<file path="config.mk">
export PLATFORM = sky130hd
export DESIGN_NAME = loop_branch_predictor
export DESIGN_NICKNAME = d
export VERILOG_FILES = /design/src/rtl/lbp_pkg.sv /design/src/rtl/lbp_entry.sv /design/src/rtl/lbp_lookup.sv /design/src/rtl/lbp_resolve.sv /design/src/rtl/loop_branch_predictor.sv
export SDC_FILE = /design/constraint.sdc
export NUM_CORES = 1
export LEC_CHECK = 0
export ABC_AREA = 1
export BUFFER_PORTS_ARGS = -buffer_cell sky130_fd_sc_hd__buf_2
export CAP_MARGIN = 0
export CORE_MARGIN = 3
export CORE_UTILIZATION = 55
export CTS_CLUSTER_DIAMETER = 60
export DETAILED_ROUTE_END_ITERATION = 8
export PLACE_DENSITY_LB_ADDON = 0.2
export SLEW_MARGIN = 20
export SYNTH_ARGS = -nofsm -noshare
export SYNTH_HDL_FRONTEND = slang
export SYNTH_SLANG_ARGS = --single-unit
</file>
<file path="constraint.sdc">
create_clock -name clk -period 2.8 [get_ports clk]
set_input_delay 0.28 -clock clk [delete_from_list [all_inputs] [get_ports clk]]
set_output_delay 0.28 -clock clk [all_outputs]
set_load 0.01 [all_outputs]
</file>
<file path="src/rtl/lbp_pkg.sv">
package lbp_pkg;

  typedef logic [1:0] cost_t;

  // extra fetch cycle when a taken branch lands on a 32-bit instruction
  // that straddles a 4-byte boundary
  function automatic logic split_target(logic taken, logic tgt32, logic tgt_b1);
    return taken & tgt32 & tgt_b1;
  endfunction

  function automatic cost_t branch_cost(logic mispred, logic split);
    return cost_t'(2'd1 + {1'b0, mispred} + {1'b0, split});
  endfunction

endpackage

</file>
<file path="src/rtl/lbp_entry.sv">
module lbp_entry #(
  parameter int ADDR_W = 32
) (
  input  logic              clk,
  input  logic              rst_n,
  input  logic              flush_i,
  input  logic              fill_en_i,
  input  logic [ADDR_W-1:0] fill_pc_i,
  input  logic [ADDR_W-1:0] fill_tgt_i,
  input  logic              kill_en_i,
  output logic              vld_o,
  output logic [ADDR_W-1:0] pc_o,
  output logic [ADDR_W-1:0] tgt_o
);

  always_ff @(posedge clk) begin
    if (!rst_n) begin
      vld_o <= 1'b0;
      pc_o  <= '0;
      tgt_o <= '0;
    end else if (flush_i) begin
      vld_o <= 1'b0;
    end else if (fill_en_i) begin
      vld_o <= 1'b1;
      pc_o  <= fill_pc_i;
      tgt_o <= fill_tgt_i;
    end else if (kill_en_i) begin
      vld_o <= 1'b0;
    end
  end

  assert_flush_empties_R7: assert property (@(posedge clk) disable iff (!rst_n)
    flush_i |=> !vld_o);

  assert_fill_stores_R2: assert property (@(posedge clk) disable iff (!rst_n)
    (fill_en_i && !flush_i) |=> (vld_o && pc_o == $past(fill_pc_i) && tgt_o == $past(fill_tgt_i)));

  assert_kill_empties_R5: assert property (@(posedge clk) disable iff (!rst_n)
    (kill_en_i && !fill_en_i) |=> !vld_o);

endmodule

</file>
<file path="src/rtl/lbp_lookup.sv">
module lbp_lookup #(
  parameter int ADDR_W = 32
) (
  input  logic              fetch_vld_i,
  input  logic [ADDR_W-1:0] fetch_pc_i,
  input  logic              ent_vld_i,
  input  logic [ADDR_W-1:0] ent_pc_i,
  input  logic [ADDR_W-1:0] ent_tgt_i,
  output logic              hit_o,
  output logic [ADDR_W-1:0] tgt_o
);

  logic addr_match;

  always_comb begin
    addr_match = (fetch_pc_i == ent_pc_i);
    hit_o      = fetch_vld_i & ent_vld_i & addr_match;
    tgt_o      = ent_tgt_i;
  end

  always_comb begin
    assert_hit_only_when_stored_R3: assert (!hit_o || ent_vld_i);
  end

endmodule

</file>
<file path="src/rtl/lbp_resolve.sv">
module lbp_resolve
  import lbp_pkg::*;
#(
  parameter int ADDR_W = 32,
  parameter int OFF_W  = 13
) (
  input  logic              clk,
  input  logic              rst_n,
  input  logic              ex_vld_i,
  input  logic [ADDR_W-1:0] ex_pc_i,
  input  logic [OFF_W-1:0]  ex_off_i,
  input  logic              ex_taken_i,
  input  logic              ex_pred_i,
  input  logic              ex_len32_i,
  input  logic              ex_tgt32_i,
  output logic              fill_en_o,
  output logic              kill_en_o,
  output logic [ADDR_W-1:0] tgt_o,
  output logic              backward_o,
  output logic              res_vld_o,
  output logic              res_mispred_o,
  output logic [ADDR_W-1:0] res_pc_o,
  output cost_t             res_cost_o
);

  localparam int EXT_W = ADDR_W - OFF_W;

  function automatic logic [ADDR_W-1:0] target_of(logic [ADDR_W-1:0] pc,
                                                  logic [OFF_W-1:0]  off);
    return pc + {{EXT_W{off[OFF_W-1]}}, off};
  endfunction

  function automatic logic [ADDR_W-1:0] fallthru_of(logic [ADDR_W-1:0] pc,
                                                    logic len32);
    return pc + (len32 ? ADDR_W'(4) : ADDR_W'(2));
  endfunction

  logic              mispred;
  logic              split;
  logic [ADDR_W-1:0] next_pc;

  always_comb begin
    tgt_o      = target_of(ex_pc_i, ex_off_i);
    backward_o = ex_off_i[OFF_W-1];
    fill_en_o  = ex_vld_i & ex_taken_i & backward_o;
    kill_en_o  = ex_vld_i & ex_pred_i & ~ex_taken_i;
    mispred    = ex_pred_i ^ ex_taken_i;
    split      = split_target(ex_taken_i, ex_tgt32_i, tgt_o[1]);
    next_pc    = ex_taken_i ? tgt_o : fallthru_of(ex_pc_i, ex_len32_i);
  end

  always_ff @(posedge clk) begin
    if (!rst_n) begin
      res_vld_o     <= 1'b0;
      res_mispred_o <= 1'b0;
      res_pc_o      <= '0;
      res_cost_o    <= '0;
    end else begin
      res_vld_o <= ex_vld_i;
      if (ex_vld_i) begin
        res_mispred_o <= mispred;
        res_pc_o      <= next_pc;
        res_cost_o    <= branch_cost(mispred, split);
      end
    end
  end

  assert_report_follows_R8: assert property (@(posedge clk) disable iff (!rst_n)
    ex_vld_i |=> res_vld_o);

  assert_no_stray_report_R8: assert property (@(posedge clk) disable iff (!rst_n)
    !ex_vld_i |=> !res_vld_o);

  assert_mispred_costs_more_R10: assert property (@(posedge clk) disable iff (!rst_n)
    (res_vld_o && res_mispred_o) |-> (res_cost_o >= 2'd2));

endmodule

</file>
<file path="src/rtl/loop_branch_predictor.sv">
module loop_branch_predictor
  import lbp_pkg::*;
#(
  parameter int ADDR_W = 32,
  parameter int OFF_W  = 13
) (
  input  logic              clk,
  input  logic              rst_n,
  input  logic              flush_i,
  input  logic              fetch_vld_i,
  input  logic [ADDR_W-1:0] fetch_pc_i,
  output logic              pred_hit_o,
  output logic [ADDR_W-1:0] pred_tgt_o,
  input  logic              ex_vld_i,
  input  logic [ADDR_W-1:0] ex_pc_i,
  input  logic [OFF_W-1:0]  ex_off_i,
  input  logic              ex_taken_i,
  input  logic              ex_pred_i,
  input  logic              ex_len32_i,
  input  logic              ex_tgt32_i,
  output logic              res_vld_o,
  output logic              res_mispred_o,
  output logic [ADDR_W-1:0] res_pc_o,
  output cost_t             res_cost_o
);

  logic              fill_en;
  logic              kill_en;
  logic              is_backward;
  logic [ADDR_W-1:0] br_tgt;
  logic              ent_vld;
  logic [ADDR_W-1:0] ent_pc;
  logic [ADDR_W-1:0] ent_tgt;

  lbp_resolve #(.ADDR_W(ADDR_W), .OFF_W(OFF_W)) u_resolve (
    .clk           (clk),
    .rst_n         (rst_n),
    .ex_vld_i      (ex_vld_i),
    .ex_pc_i       (ex_pc_i),
    .ex_off_i      (ex_off_i),
    .ex_taken_i    (ex_taken_i),
    .ex_pred_i     (ex_pred_i),
    .ex_len32_i    (ex_len32_i),
    .ex_tgt32_i    (ex_tgt32_i),
    .fill_en_o     (fill_en),
    .kill_en_o     (kill_en),
    .tgt_o         (br_tgt),
    .backward_o    (is_backward),
    .res_vld_o     (res_vld_o),
    .res_mispred_o (res_mispred_o),
    .res_pc_o      (res_pc_o),
    .res_cost_o    (res_cost_o)
  );

  lbp_entry #(.ADDR_W(ADDR_W)) u_entry (
    .clk        (clk),
    .rst_n      (rst_n),
    .flush_i    (flush_i),
    .fill_en_i  (fill_en),
    .fill_pc_i  (ex_pc_i),
    .fill_tgt_i (br_tgt),
    .kill_en_i  (kill_en),
    .vld_o      (ent_vld),
    .pc_o       (ent_pc),
    .tgt_o      (ent_tgt)
  );

  lbp_lookup #(.ADDR_W(ADDR_W)) u_lookup (
    .fetch_vld_i (fetch_vld_i),
    .fetch_pc_i  (fetch_pc_i),
    .ent_vld_i   (ent_vld),
    .ent_pc_i    (ent_pc),
    .ent_tgt_i   (ent_tgt),
    .hit_o       (pred_hit_o),
    .tgt_o       (pred_tgt_o)
  );

  assert_forward_keeps_entry_R4: assert property (@(posedge clk) disable iff (!rst_n)
    (ex_vld_i && ex_taken_i && !is_backward && !flush_i)
      |=> ($stable(ent_vld) && $stable(ent_pc) && $stable(ent_tgt)));

  assert_no_hit_after_flush_R7: assert property (@(posedge clk) disable iff (!rst_n)
    flush_i |=> !pred_hit_o);

  assert_no_hit_after_kill_R5: assert property (@(posedge clk) disable iff (!rst_n)
    (kill_en && !flush_i) |=> !pred_hit_o);

  assert_empty_after_reset_R1: assert property (@(posedge clk)
    !rst_n |=> !pred_hit_o && !res_vld_o);

endmodule

</file>
# --- Yosys cells after proc, flatten, opt, wreduce, memory -nomap -nowiden ---
# Cells that the tools add are included.
word_totals:
  register_bits: 101
  inputBits: 86
  output_inout_bits: 69
op_classes:
  n_addsub: 4
  n_eq_ne: 1
  muxes: 4
  bitwise: 12
  reduce_logical: 3
op_table:
  columns: ["cell", "count"]
  rows:
  - ["$add 32x32->32", 2]
  - ["$eq 32x32->1", 1]
  - ["$mux 32", 1]
  - ["$and 1x1->1", 8]
  - ["$mux 3", 1]
  - ["$not 1->1", 3]
  - ["$add 1x1->2 const A", 1]
  - ["$add 2x1->2", 1]
  - ["$mux 1", 2]
  - ["$reduce_and 2->1", 1]
  - ["$reduce_bool 2->1", 1]
  - ["$reduce_or 2->1", 1]
  - ["$xor 1x1->1", 1]

# --- Logic depth before layout (Yosys ltp) ---
# Gate-level depths: netlist of run 1.
depth:
  ltp_word: 4
  ltp_mapped: 15
  mapped_depth_nobuf: 15

# --- Modules after synthesis ---
# Synthesis of run 1 repeated with hierarchy kept, for this count alone.
unflattened:
  hier_cells: 1431
  hier_area_um2: 8341.8
modules_own_cells:
  columns: ["mod", "n_inst", "cells_each", "area_per_inst_um2"]
  rows:
  - ["lbp_resolve", 1, 840, 4684.5]
  - ["lbp_entry", 1, 419, 2825.2]
  - ["lbp_lookup", 1, 172, 832.0]

# --- Worst setup path before layout of run 1 ---
# Ideal clock, no wire load.
synth_path:
  kind: "input to register"
  startpoint: "input port ex_pc_i[0]"
  endpoint: "register u_resolve.res_pc_o[18]"
  setup_time_ps: 132
  t_arrival_ps: 1745
  required_ps: 2668
  slack_ps: 922
  stages: 14
  cell_sequence: "ha_1 > fa_1 > nand3_1 > nand3_1 > nand2_1 > nand2_2 > nand2_1 > nand2_1 > nand2_1 > nand2_1 > nand2_1 > nand3_1 > nand2_1 > a21oi_1"
synth_via:
  elab_chain_cells: 2
  elab_cells_between_ends: 3
  cone_classes: "add/sub (2); mux (1)"
synth_rtl:
  columns: ["element", "line_no", "text"]
  rows:
  - ["from (decl)", "loop_branch_predictor.sv:15", "input logic [ADDR_W-1:0] ex_pc_i,"]
  - ["$add 32x32->32 (on tied branches)", "lbp_resolve.sv:35, lbp_resolve.sv:30", null]
  - ["$mux 32 (*)", "lbp_resolve.sv:49", "next_pc = ex_taken_i ? tgt_o : fallthru_of(ex_pc_i, ex_len32_i);"]
  - ["to (signal assigned)", "lbp_resolve.sv:62", "res_pc_o <= next_pc;"]
  - ["to (decl)", "lbp_resolve.sv:22", "output logic [ADDR_W-1:0] res_pc_o,"]
# Every way passes the cells marked *; elsewhere a longest branch is shown, timed or not.
# A chain may end at the register's enable or synchronous reset.

# --- Final worst setup path of run 1 ---
layout_path:
  startpoint: "input port ex_pc_i[0]"
  endpoint: "register u_resolve.res_pc_o[14]"
# Same word-level chain as after synthesis.

==> results.yml, run 1 <==
setup_path:
  required_ns: 3.02
  critPathKind: "in2reg"
  r2r_cells: 2
  worstPathMaxFanout: 4
  crit_path_end_kind: "flip-flop"
  reg2reg_from: "u_entry.vld_o$_SDFFE_PP0P_"
  critical_path_arrival_ns: 2.37
  cp-start-kind: "input port"
  rrSetupSlack_ns: 1.92
  r2r_end: "u_entry.vld_o$_SDFFE_PP0P_"
synthesis:
  synth-edff-count: 0
  ys_types: 43
  synth_area_per_cell_um2: 6.06
  synth_top_cell_by_area: "dfxtp_1"
  synth_compound_area_share_pct: 16.6
  synth_most_common_cell: "nand2_1"
  seq_area_frac_synth_pct: 27.1
  synthAdderAreaFrac_pct: 6.23
  ys.flop_type: "dfxtp_1"
  syn_area_um2: 7470
  ys_warn_count: 0
  synth-xor-area-share_pct: 4.10
  netlist_instances: 1234
  synth_seq_cells: 101
  synth_nets: 1356
  synth_commonest_cells: "nand2_1 (368), inv_1 (200), nor2_1 (109), dfxtp_1 (101), a21oi_1 (86)"
  synth_top_area_share_pct: 27.1
  muxShareOfSynthArea_pct: 0
  synthTopCellsByArea: "dfxtp_1 (27%), nand2_1 (18%), inv_1 (10%), a21oi_1 (5.8%), ha_1 (5.7%)"
  synth_top_family_by_area: "simple AND/OR/NAND/NOR gates"
  synth-simple-area-share_pct: 33.7
  synthArstFlopShare_pct: 0
placed_design:
  hpwl_mm: 22.0
  placed_cell_area_um2: 8440
  place.gp.congestion: 1.06
  place_ws_ns: 0.358
  placement.io_buffers: 154
  dp_cells: 1538
worst_hold_path:
  min_from: "flush_i"
  hold_end: "u_entry.vld_o$_SDFFE_PP0P_"
  holdPathStages: 2
  hp-class: "in2reg"
drt:
  dr.pass1.iters: 6
  final_antenna_net_count: 0
  drt-wirelength-per-cell_um: 17.8
  num_vias: 8694
  drtIter0Drc: 959
  remaining_drc_errors: 0
  wirelength_mm: 27.7
  via_per_inst: 5.59
pwr:
  max-vdd-ir-drop_mv: 0.305
  power_density_nw_per_um2: 463
  p_leak_nw: 4.79
timing:
  relSlewSlack_pct: 54.9
  post-route-period-util_pct: 76.6
  finalCriticalPeriod_ns: 2.15
  finClkSkew_ns: 0
  rsz0062_at_grt: "false"
  worst_slew_pin_slew_ns: 0.675
  timing.hold.ws_ns: 0.156
  maxSlewViolCount: 0
  setup_slack_ns: 0.654
  finalHoldViolations: 0
  fmax_ghz: 0.466
  fin_tns_setup_ns: 0
  setup_viol: 0
grt:
  grt_pass1_wl_mm: 42.2
  grt_antenna_before_repair: 0
  grt.overflow.total: 0
  first_global_vias: 8008
  grt_max_degree: 55
  track_usage_pct: 36.9
finish:
  area_growth_pct: 17.1
  drive_above_1_share_pct: 15.0
  finish.instance_area_um2: 8750
  nets: 1499
  antenna_cells: 0
  finalNonFillerCells: 1554
  fillers: 1220
clocking:
  clkSlewWorstSetupHoldPaths_ns: 0.08
  clock_latency_ns: 0.36
  clock-sinks: 101
  cts_max_level: 3
  cts_resized: 0
  cts_made_buffers: 9
  ctsHoldBuffers: 0
  cts_setup_buffers: 0
  cts_tree: "built"
  cts_root_buf: "clkbuf_16"
  clockBufferDepth: 2
floorplanning:
  start_util_pct: 57.8
  num_rows: 41
  die_w_um: 123
  io_pins: 155
  die_area_um2: 15000
  core_region_area_um2: 12900
  die_y_um: 123
job:
  max-cap-violations: 0
run_status:
  status: "completed"
## per-layer routing
layer / wire, µm / share of wire, % / up-vias / global-route usage [%]
li1: - / - / 4227 / -
met1: 11200 / 41 / 3877 / 47.1
met2: 12500 / 45 / 489 / 60.5
met3: 2450 / 8.9 / 101 / 6.22
met4: 1460 / 5.3 / 0 / 17.8
met5: 0 / 0 / - / 0
## registers in the layout, indices dropped and copies added (netlist names)
register / cells
u_entry.pc_o: 32
u_entry.tgt_o: 32
u_resolve.res_pc_o: 32
u_resolve.res_cost_o: 2
u_entry.vld_o: 1
u_resolve.res_mispred_o: 1
u_resolve.res_vld_o: 1
## area by class of cell
cell class                 count  area (µm²)  share of cell area [%]
tap                          172         215                    2.46
clock buffer                   9         225                    2.57
sequential                   101        2020                    23.1
clock inverter                 7        92.6                    1.06
inverter                     204         766                    8.75
timing repair buffer         168         901                    10.3
multi-input combinational    893        4530                    51.8
## report_power, final
group	leakage, nW	switching, W	total [W]	internal [W]
combinational	3.81	0.000759	0.00114	0.000380
clock	0.155	0.000638	0.00136	0.000718
sequential	0.827	0.0000487	0.00156	0.00151
total	4.79	0.00145	0.00405	0.00261
## critical path: stages
cell and delay (ns):
buf_2 0.11, ha_1 0.28, fa_1 0.43, nand3_1 0.10, nand3_1 0.21, nand2_1 0.14
nand2_2 0.10, nand2_1 0.07, nand3_1 0.11, xnor2_1 0.32, nand2_1 0.09, nand2_1 0.07
a21oi_1 0.05
## worst max path at each step
stage                                          end  slack (ns)  startpoint  cells past startpoint
3_5_place_dp   u_resolve.res_pc_o[14]$_SDFFE_PN0P_        0.36  ex_pc_i[0]                     13
3_3_place_gp   u_resolve.res_pc_o[14]$_SDFFE_PN0P_        0.33  ex_pc_i[0]                     13
2_1_floorplan  u_resolve.res_pc_o[18]$_SDFFE_PN0P_        0.92  ex_pc_i[0]                     14
5_1_grt        u_resolve.res_pc_o[14]$_SDFFE_PN0P_        0.55  ex_pc_i[0]                     13
6_report       u_resolve.res_pc_o[14]$_SDFFE_PN0P_        0.65  ex_pc_i[0]                     13
4_1_cts        u_resolve.res_pc_o[14]$_SDFFE_PN0P_        0.74  ex_pc_i[0]                     13
## cells in the final DEF (no fill, tap or decap), drive strengths merged, types with 3 or more instances in the layout
cell type and instances:
a21oi 87, a221oi 7, a22o 3, a31oi 11, and2 4, buf 168, clkbuf 9, clkinv 4
dfxtp 101, ha 34, inv 206, nand2 372, nand3 81, nand3b 3, nand4 8, nor2 114
nor3 18, o211ai 25, o21ai 66, o22ai 7, or2 5, xnor2 16, xor2 19
## cell families after synthesis
logic type | count (synthesis)
and+or+nand+nor | 607
buffers and inverters | 240
DFF | 101
xor gates and xnor gates | 35
AOI/OAI and AO/OA | 215
adders and majority gates | 36
## per-stage QoR
step,util [%],total power [W]
after detailed placement,65.3,0.00270
final,67.7,0.00405
after global placement,65.3,0.00269
after CTS,67.7,0.00403
after floorplan,-,0.00227
after global routing,67.7,0.00423
No activity file was read; power rests on OpenSTA's default activity.
==> inputs of run 2 (changes only) <==
--- a/config.mk
+++ b/config.mk
@@ -5,11 +5,11 @@
 export SDC_FILE = /design/constraint.sdc
 export NUM_CORES = 1
 export LEC_CHECK = 0
-export ABC_AREA = 1
+export ABC_AREA = 0
 export BUFFER_PORTS_ARGS = -buffer_cell sky130_fd_sc_hd__buf_2
 export CAP_MARGIN = 0
 export CORE_MARGIN = 3
-export CORE_UTILIZATION = 55
+export CORE_UTILIZATION = 49
 export CTS_CLUSTER_DIAMETER = 60
 export DETAILED_ROUTE_END_ITERATION = 8
 export PLACE_DENSITY_LB_ADDON = 0.2
==> constraint.sdc (replaced) <==
create_clock -name clk -period 1.94 [get_ports clk]
set_input_delay 0.194 -clock clk [delete_from_list [all_inputs] [get_ports clk]]
set_output_delay 0.194 -clock clk [all_outputs]
set_load 0.01 [all_outputs]
==> run 2 against run 1 <==
Sequential cell count unchanged. Total power increased by 56%. Setup slack lost 1.1 ns. First-iteration DRC count fell by 25%. Cell area up 13%. Critical path depth down 7. Critical path type is now reg2out. Sequential power grew 43%. Clock skew unchanged. Global-route usage down 5.6 points. Count of clock-buffer cells in the layout is the same. Final cell count is 16% lower. The run now ends with setup timing left. Sequential share of layout area down 2.6 points.
==> results.yml, run 2 <==
timing:
  rsz0062_at_grt: "true"
  fmax_ghz: 0.417
  maxSlewViolCount: 0
  fin_tns_setup_ns: -9.30
  setup_slack_ns: -0.457
  finalHoldViolations: 0
  relSlewSlack_pct: 54.8
  finalCriticalPeriod_ns: 2.40
  setup_viol: 43
  worst_slew_pin_slew_ns: 0.676
  finClkSkew_ns: 0
  post-route-period-util_pct: 124
setup_path:
  r2r_end: "u_resolve.res_pc_o[31]$_SDFFE_PN0P_"
  startpoint: "u_entry.pc_o[23]$_SDFFE_PN0P_"
  worstPathMaxFanout: 2
  rrSetupSlack_ns: 1.05
  reg2reg_from: "u_resolve.res_pc_o[31]$_SDFFE_PN0P_"
  critPathKind: "reg2out"
  r2r_cells: 2
  crit_path_end_kind: "primary output"
  cp-start-kind: "flip-flop"
  required_ns: 1.75
  critical_path_arrival_ns: 2.20
synthesis:
  synth_commonest_cells: "nand2_1 (171), dfxtp_1 (101), a21boi_0 (55), xnor2_1 (50), nor2_1 (46)"
  synthTopCellsByArea: "dfxtp_1 (31%), nand2_1 (9.8%), xnor2_1 (6.7%), ha_1 (6.5%), a21boi_0 (6.3%)"
  synth_seq_cells: 101
  netlist_instances: 817
  syn_area_um2: 6530
  ys_warn_count: 0
  ys_types: 65
  ys.flop_type: "dfxtp_1"
  synth_top_area_share_pct: 31.0
  synth_area_per_cell_um2: 7.99
  synth_most_common_cell: "nand2_1"
  synthArstFlopShare_pct: 0
  synth_top_cell_by_area: "dfxtp_1"
  synth-edff-count: 0
  seq_area_frac_synth_pct: 31.0
  synth_nets: 939
pwr:
  p_seq_share_pct: 35.2
  p_sw_w: 0.00214
  p_sw_share_pct: 33.8
  p_clk_share_pct: 29.7
  p_leak_nw: 4.40
  intPower_w: 0.00419
  max-vdd-ir-drop_mv: 0.422
  power_density_nw_per_um2: 640
  p_comb_share_pct: 35.1
finish:
  final_core_util_pct: 77.2
  final_common_cell: "buf_4"
  reg_top3: "u_entry.pc_o x32, u_entry.tgt_o x32, u_resolve.res_pc_o x32"
  finish.instance_area_um2: 9900
  nets: 1247
  area_growth_pct: 51.5
  finalNonFillerCells: 1302
  mostFrequentLayoutCells: "buf_4 (173), nand2_1 (166), buf_2 (140)"
  antenna_cells: 0
  drive_above_1_share_pct: 41.0
floorplanning:
  core_region_area_um2: 12800
  die_y_um: 121
  die_w_um: 121
  num_rows: 41
  io_pins: 155
  start_util_pct: 50.9
  die_area_um2: 14800
clocking:
  clock-sinks: 101
  clkSlewWorstSetupHoldPaths_ns: 0.08
  clockBufferDepth: 2
  cts_max_level: 3
  clock_latency_ns: 0.36
  cts_root_buf: "clkbuf_16"
  cts_made_buffers: 9
  cts_tree: "built"
drt:
  wirelength_mm: 24.4
  via_per_inst: 5.71
  final_antenna_net_count: 0
  drtIter0Drc: 723
  dr.pass1.iters: 6
  remaining_drc_errors: 0
  drt-wirelength-per-cell_um: 18.8
  num_vias: 7434
grt:
  first_global_vias: 7028
  track_usage_pct: 31.2
  grt_pass1_wl_mm: 36.0
  grt_max_degree: 69
  grt.overflow.total: 0
  grt_antenna_before_repair: 0
placed_design:
  place_ws_ns: -0.897
  place.gp.congestion: 0.952
  placed_cell_area_um2: 8630
  dp_cells: 1261
  hpwl_mm: 16.8
  placement.io_buffers: 154
run_status:
  violations: "setup timing"
  status: "finished with violations"
worst_hold_path:
  holdPathStages: 3
  hp-class: "in2reg"
  hold_end: "u_entry.pc_o[30]$_SDFFE_PN0P_"
  min_from: "ex_pc_i[30]"
job:
  max-cap-violations: 0
[run 2: stage by stage]
step                      power [W]  hold WS, ns
final                       0.00633        0.146
after global routing        0.00659        0.148
after CTS                   0.00608        0.137
after detailed placement    0.00401        0.444
after global placement      0.00399        0.438
after floorplan             0.00320        0.339
[run 2: cell families (layout without fill, tap and decap cells)]
logic type,after synthesis,in the layout,synth area share [%]
AOI/OAI and AO/OA,204,204,22.1
xor gates and xnor gates,92,92,12.3
adders and majority gates,36,36,7.13
buffers and inverters,54,367,3.93
DFF,101,101,31.0
muxes,10,10,1.57
and+or+nand+nor,320,320,22.0
[run 2: power by group through the flow]
stage	logic, W	registers, W	clock network (W)
global placement	0.00172	0.00227	0
CTS	0.00195	0.00223	0.00191
detailed placement	0.00174	0.00227	0
floorplan	0.000889	0.00231	0
global route	0.00237	0.00224	0.00198
finish	0.00222	0.00223	0.00188
[run 2: critical path, cell delays in order, from the launching register on]
cell	delay, ns
dfxtp_2	0.34
xor2_1	0.13
nor4_1	0.27
nand4_1	0.19
or4_4	0.54
nor4_4	0.19
buf_2	0.18
[run 2: layer usage]
metal | vias to the layer above | part of all wire, % | track usage [%]
met5 | - | 0 | 0
met3 | 91 | 7.8 | 5.59
li1 | 3468 | - | -
met4 | 0 | 4.2 | 13.4
met1 | 3469 | 41 | 41.0
met2 | 406 | 47 | 50.3
[run 2: how the worst max path moves through the flow]
stage          slack [ns]                             endpoint
2_1_floorplan       -0.49  u_resolve.res_pc_o[22]$_SDFFE_PN0P_
3_5_place_dp        -0.90  u_resolve.res_pc_o[22]$_SDFFE_PN0P_
5_1_grt             -0.58  u_resolve.res_pc_o[25]$_SDFFE_PN0P_
4_1_cts             -0.52                           pred_hit_o
3_3_place_gp        -0.87  u_resolve.res_pc_o[22]$_SDFFE_PN0P_
6_report            -0.46                           pred_hit_o
[run 2: what timing repair did]
item | in CTS | in global routing
gates resized for setup | 94 | 76
buffers inserted | 18 | 11
hold buffers | 0 | 0
setup endpoints to repair | 39 | 46
pin swaps | 66 | 58
[run 2: final cells by class]
cell class	count	area, µm²
Sequential cell	101	2030
Clock inverter	7	88.8
Clock buffer	9	225
Timing Repair Buffer	338	2320
Fill cell	907	2930
Multi-Input combinational cell	662	4970
Inverter	13	48.8
Tap cell	172	215
==> inputs of run 3 (changes only) <==
--- a/config.mk
+++ b/config.mk
@@ -13,6 +13,7 @@
 export CTS_CLUSTER_DIAMETER = 60
 export DETAILED_ROUTE_END_ITERATION = 8
 export PLACE_DENSITY_LB_ADDON = 0.2
+export SKIP_LAST_GASP = 1
 export SLEW_MARGIN = 20
 export SYNTH_ARGS = -nofsm -noshare
 export SYNTH_HDL_FRONTEND = slang
==> run 3 against run 2 <==
The run still ends with setup timing left. Maximum frequency down 2.0%. Hold slack improved by 0.0042 ns. Wire length increased by 0.13%. Critical path type is now in2reg. Largest power group unchanged.
==> results.yml, run 3 (same netlist as run 2, synthesis figures left out) <==
run_status:
  status: "finished with violations"
  violations: "setup timing"
timing:
  finClkSkew_ns: 0
  fmax_ghz: 0.409
  fin_tns_setup_ns: -10.09
  relSlewSlack_pct: 56.3
  worst_slew_pin_slew_ns: 0.652
  maxSlewViolCount: 0
  finalCriticalPeriod_ns: 2.45
  setup_slack_ns: -0.507
  setup_viol: 42
  rsz0062_at_grt: "true"
  post-route-period-util_pct: 126
  finalHoldViolations: 0
pwr:
  power_density_nw_per_um2: 640
  p_sw_share_pct: 33.7
  p_leak_nw: 4.38
  intPower_w: 0.00417
  p_seq_share_pct: 35.4
  p_sw_w: 0.00212
  max-vdd-ir-drop_mv: 0.458
  p_comb_share_pct: 34.7
  p_clk_share_pct: 29.9
finish:
  nets: 1247
  final_common_cell: "buf_4"
  final_core_util_pct: 76.6
  mostFrequentLayoutCells: "buf_4 (174), nand2_1 (167), buf_2 (140)"
  fillers: 931
  reg_top3: "u_entry.pc_o x32, u_entry.tgt_o x32, u_resolve.res_pc_o x32"
  finish.instance_area_um2: 9830
  area_growth_pct: 50.5
  finalNonFillerCells: 1302
  drive_above_1_share_pct: 40.2
  antenna_cells: 0
clocking:
  ctsHoldBuffers: 0
  clock_latency_ns: 0.36
  clockBufferDepth: 2
  clkSlewWorstSetupHoldPaths_ns: 0.08
  cts_made_buffers: 9
  clock-sinks: 101
  cts_tree: "built"
  cts_max_level: 3
  cts_root_buf: "clkbuf_16"
floorplanning:
  start_util_pct: 50.9
  num_rows: 41
  die_area_um2: 14800
  core_region_area_um2: 12800
  die_y_um: 121
  die_w_um: 121
  io_pins: 155
setup_path:
  cp-start-kind: "input port"
  r2r_cells: 2
  cp_common_cell: "a2111oi_4"
  path_buf_inv: 2
  worst-path-stages: 12
  path_delay_family: "compound AO/OA/AOI/OAI gates"
  critical_path_arrival_ns: 2.75
  critPathKind: "in2reg"
  crit_path_end_kind: "flip-flop"
  cp_slowest_cell: "or4b_1"
  worstPathMaxFanout: 4
  required_ns: 2.24
  slowest_delay_ns: 0.54
  cp_cell_sequence: "buf_8 -> ha_4 -> nand4_1 -> buf_4 -> nor2_4 -> a2111oi_4 -> a2111oi_4 -> o21bai_2 -> a211oi_2 -> a31oi_2 -> or4b_1 -> nand3_1"
  rrSetupSlack_ns: 1.04
placed_design:
  placement.io_buffers: 154
  hpwl_mm: 16.8
  place.gp.congestion: 0.952
  dp_cells: 1261
  placed_cell_area_um2: 8630
  place_ws_ns: -0.897
grt:
  grt.overflow.total: 0
  track_usage_pct: 30.9
  grt_max_degree: 69
  grt_pass1_wl_mm: 35.6
  first_global_vias: 6956
  grt_antenna_before_repair: 0
drt:
  num_vias: 7484
  drt-wirelength-per-cell_um: 18.8
  drtIter0Drc: 804
  final_antenna_net_count: 0
  dr.pass1.iters: 6
  via_per_inst: 5.75
  wirelength_mm: 24.5
  remaining_drc_errors: 0
job:
  max-cap-violations: 0
worst_hold_path:
  hp-class: "in2reg"
  holdPathStages: 3
run 3: cell counts in the layout (fill, tap and decap cells not counted):
Identical to the previous run, type by type.
run 3: per-layer routing:
layer | track usage, % | vias up | share of wire (%)
met5 | 0 | - | 0
met4 | 12.3 | 0 | 4.8
met3 | 5.45 | 108 | 7.8
met2 | 50.0 | 432 | 47
met1 | 40.7 | 3470 | 41
li1 | - | 3474 | -
run 3: area by class of cell:
| class | instances | area, µm² | area share (%) |
|---|---|---|---|
| timing repair buffer | 338 | 2310 | 23.6 |
| tap | 172 | 215 | 2.19 |
| sequential | 101 | 2030 | 20.6 |
| clock buffer | 9 | 225 | 2.29 |
| clock inverter | 7 | 88.8 | 0.904 |
| multi-input combinational | 662 | 4910 | 50.0 |
| inverter | 13 | 48.8 | 0.496 |
run 3: per-stage QoR:
stage / hold slack, ns / total power (W)
4_1_cts: 0.137 / 0.00606
3_3_place_gp: 0.438 / 0.00399
3_5_place_dp: 0.444 / 0.00401
6_report: 0.150 / 0.00629
2_1_floorplan: 0.339 / 0.00320
5_1_grt: 0.150 / 0.00656
run 3: final timing paths:
kind / start / end
setup reg to reg: u_resolve.res_pc_o[31]$_SDFFE_PN0P_ / u_resolve.res_pc_o[31]$_SDFFE_PN0P_
hold reg to reg: u_resolve.res_pc_o[30]$_SDFFE_PN0P_ / u_resolve.res_pc_o[30]$_SDFFE_PN0P_
hold / removal: ex_pc_i[30] / u_entry.pc_o[30]$_SDFFE_PN0P_
setup / recovery: ex_pc_i[8] / u_resolve.res_pc_o[25]$_SDFFE_PN0P_
run 3: power groups by stage:
stage          clock, W  sequential [W]  combinational [W]
5_1_grt         0.00199         0.00224            0.00233
2_1_floorplan         0         0.00231           0.000889
3_5_place_dp          0         0.00227            0.00174
4_1_cts         0.00191         0.00223            0.00193
6_report        0.00188         0.00223            0.00218
3_3_place_gp          0         0.00227            0.00172
run 3: tightest hold or removal path: cells and delay by family:
family / cells / cell delay [ns]
buf+inv: 1 / 0.15
compound gates: 1 / 0.06
simple gates: 1 / 0.06
run 3: repair_timing:
item,in CTS,in global routing
endpoints found under the hold margin,0,0
setup buffers,18,10
pin swaps,65,54
endpoints found under the setup margin,39,47
resized for setup,82,73
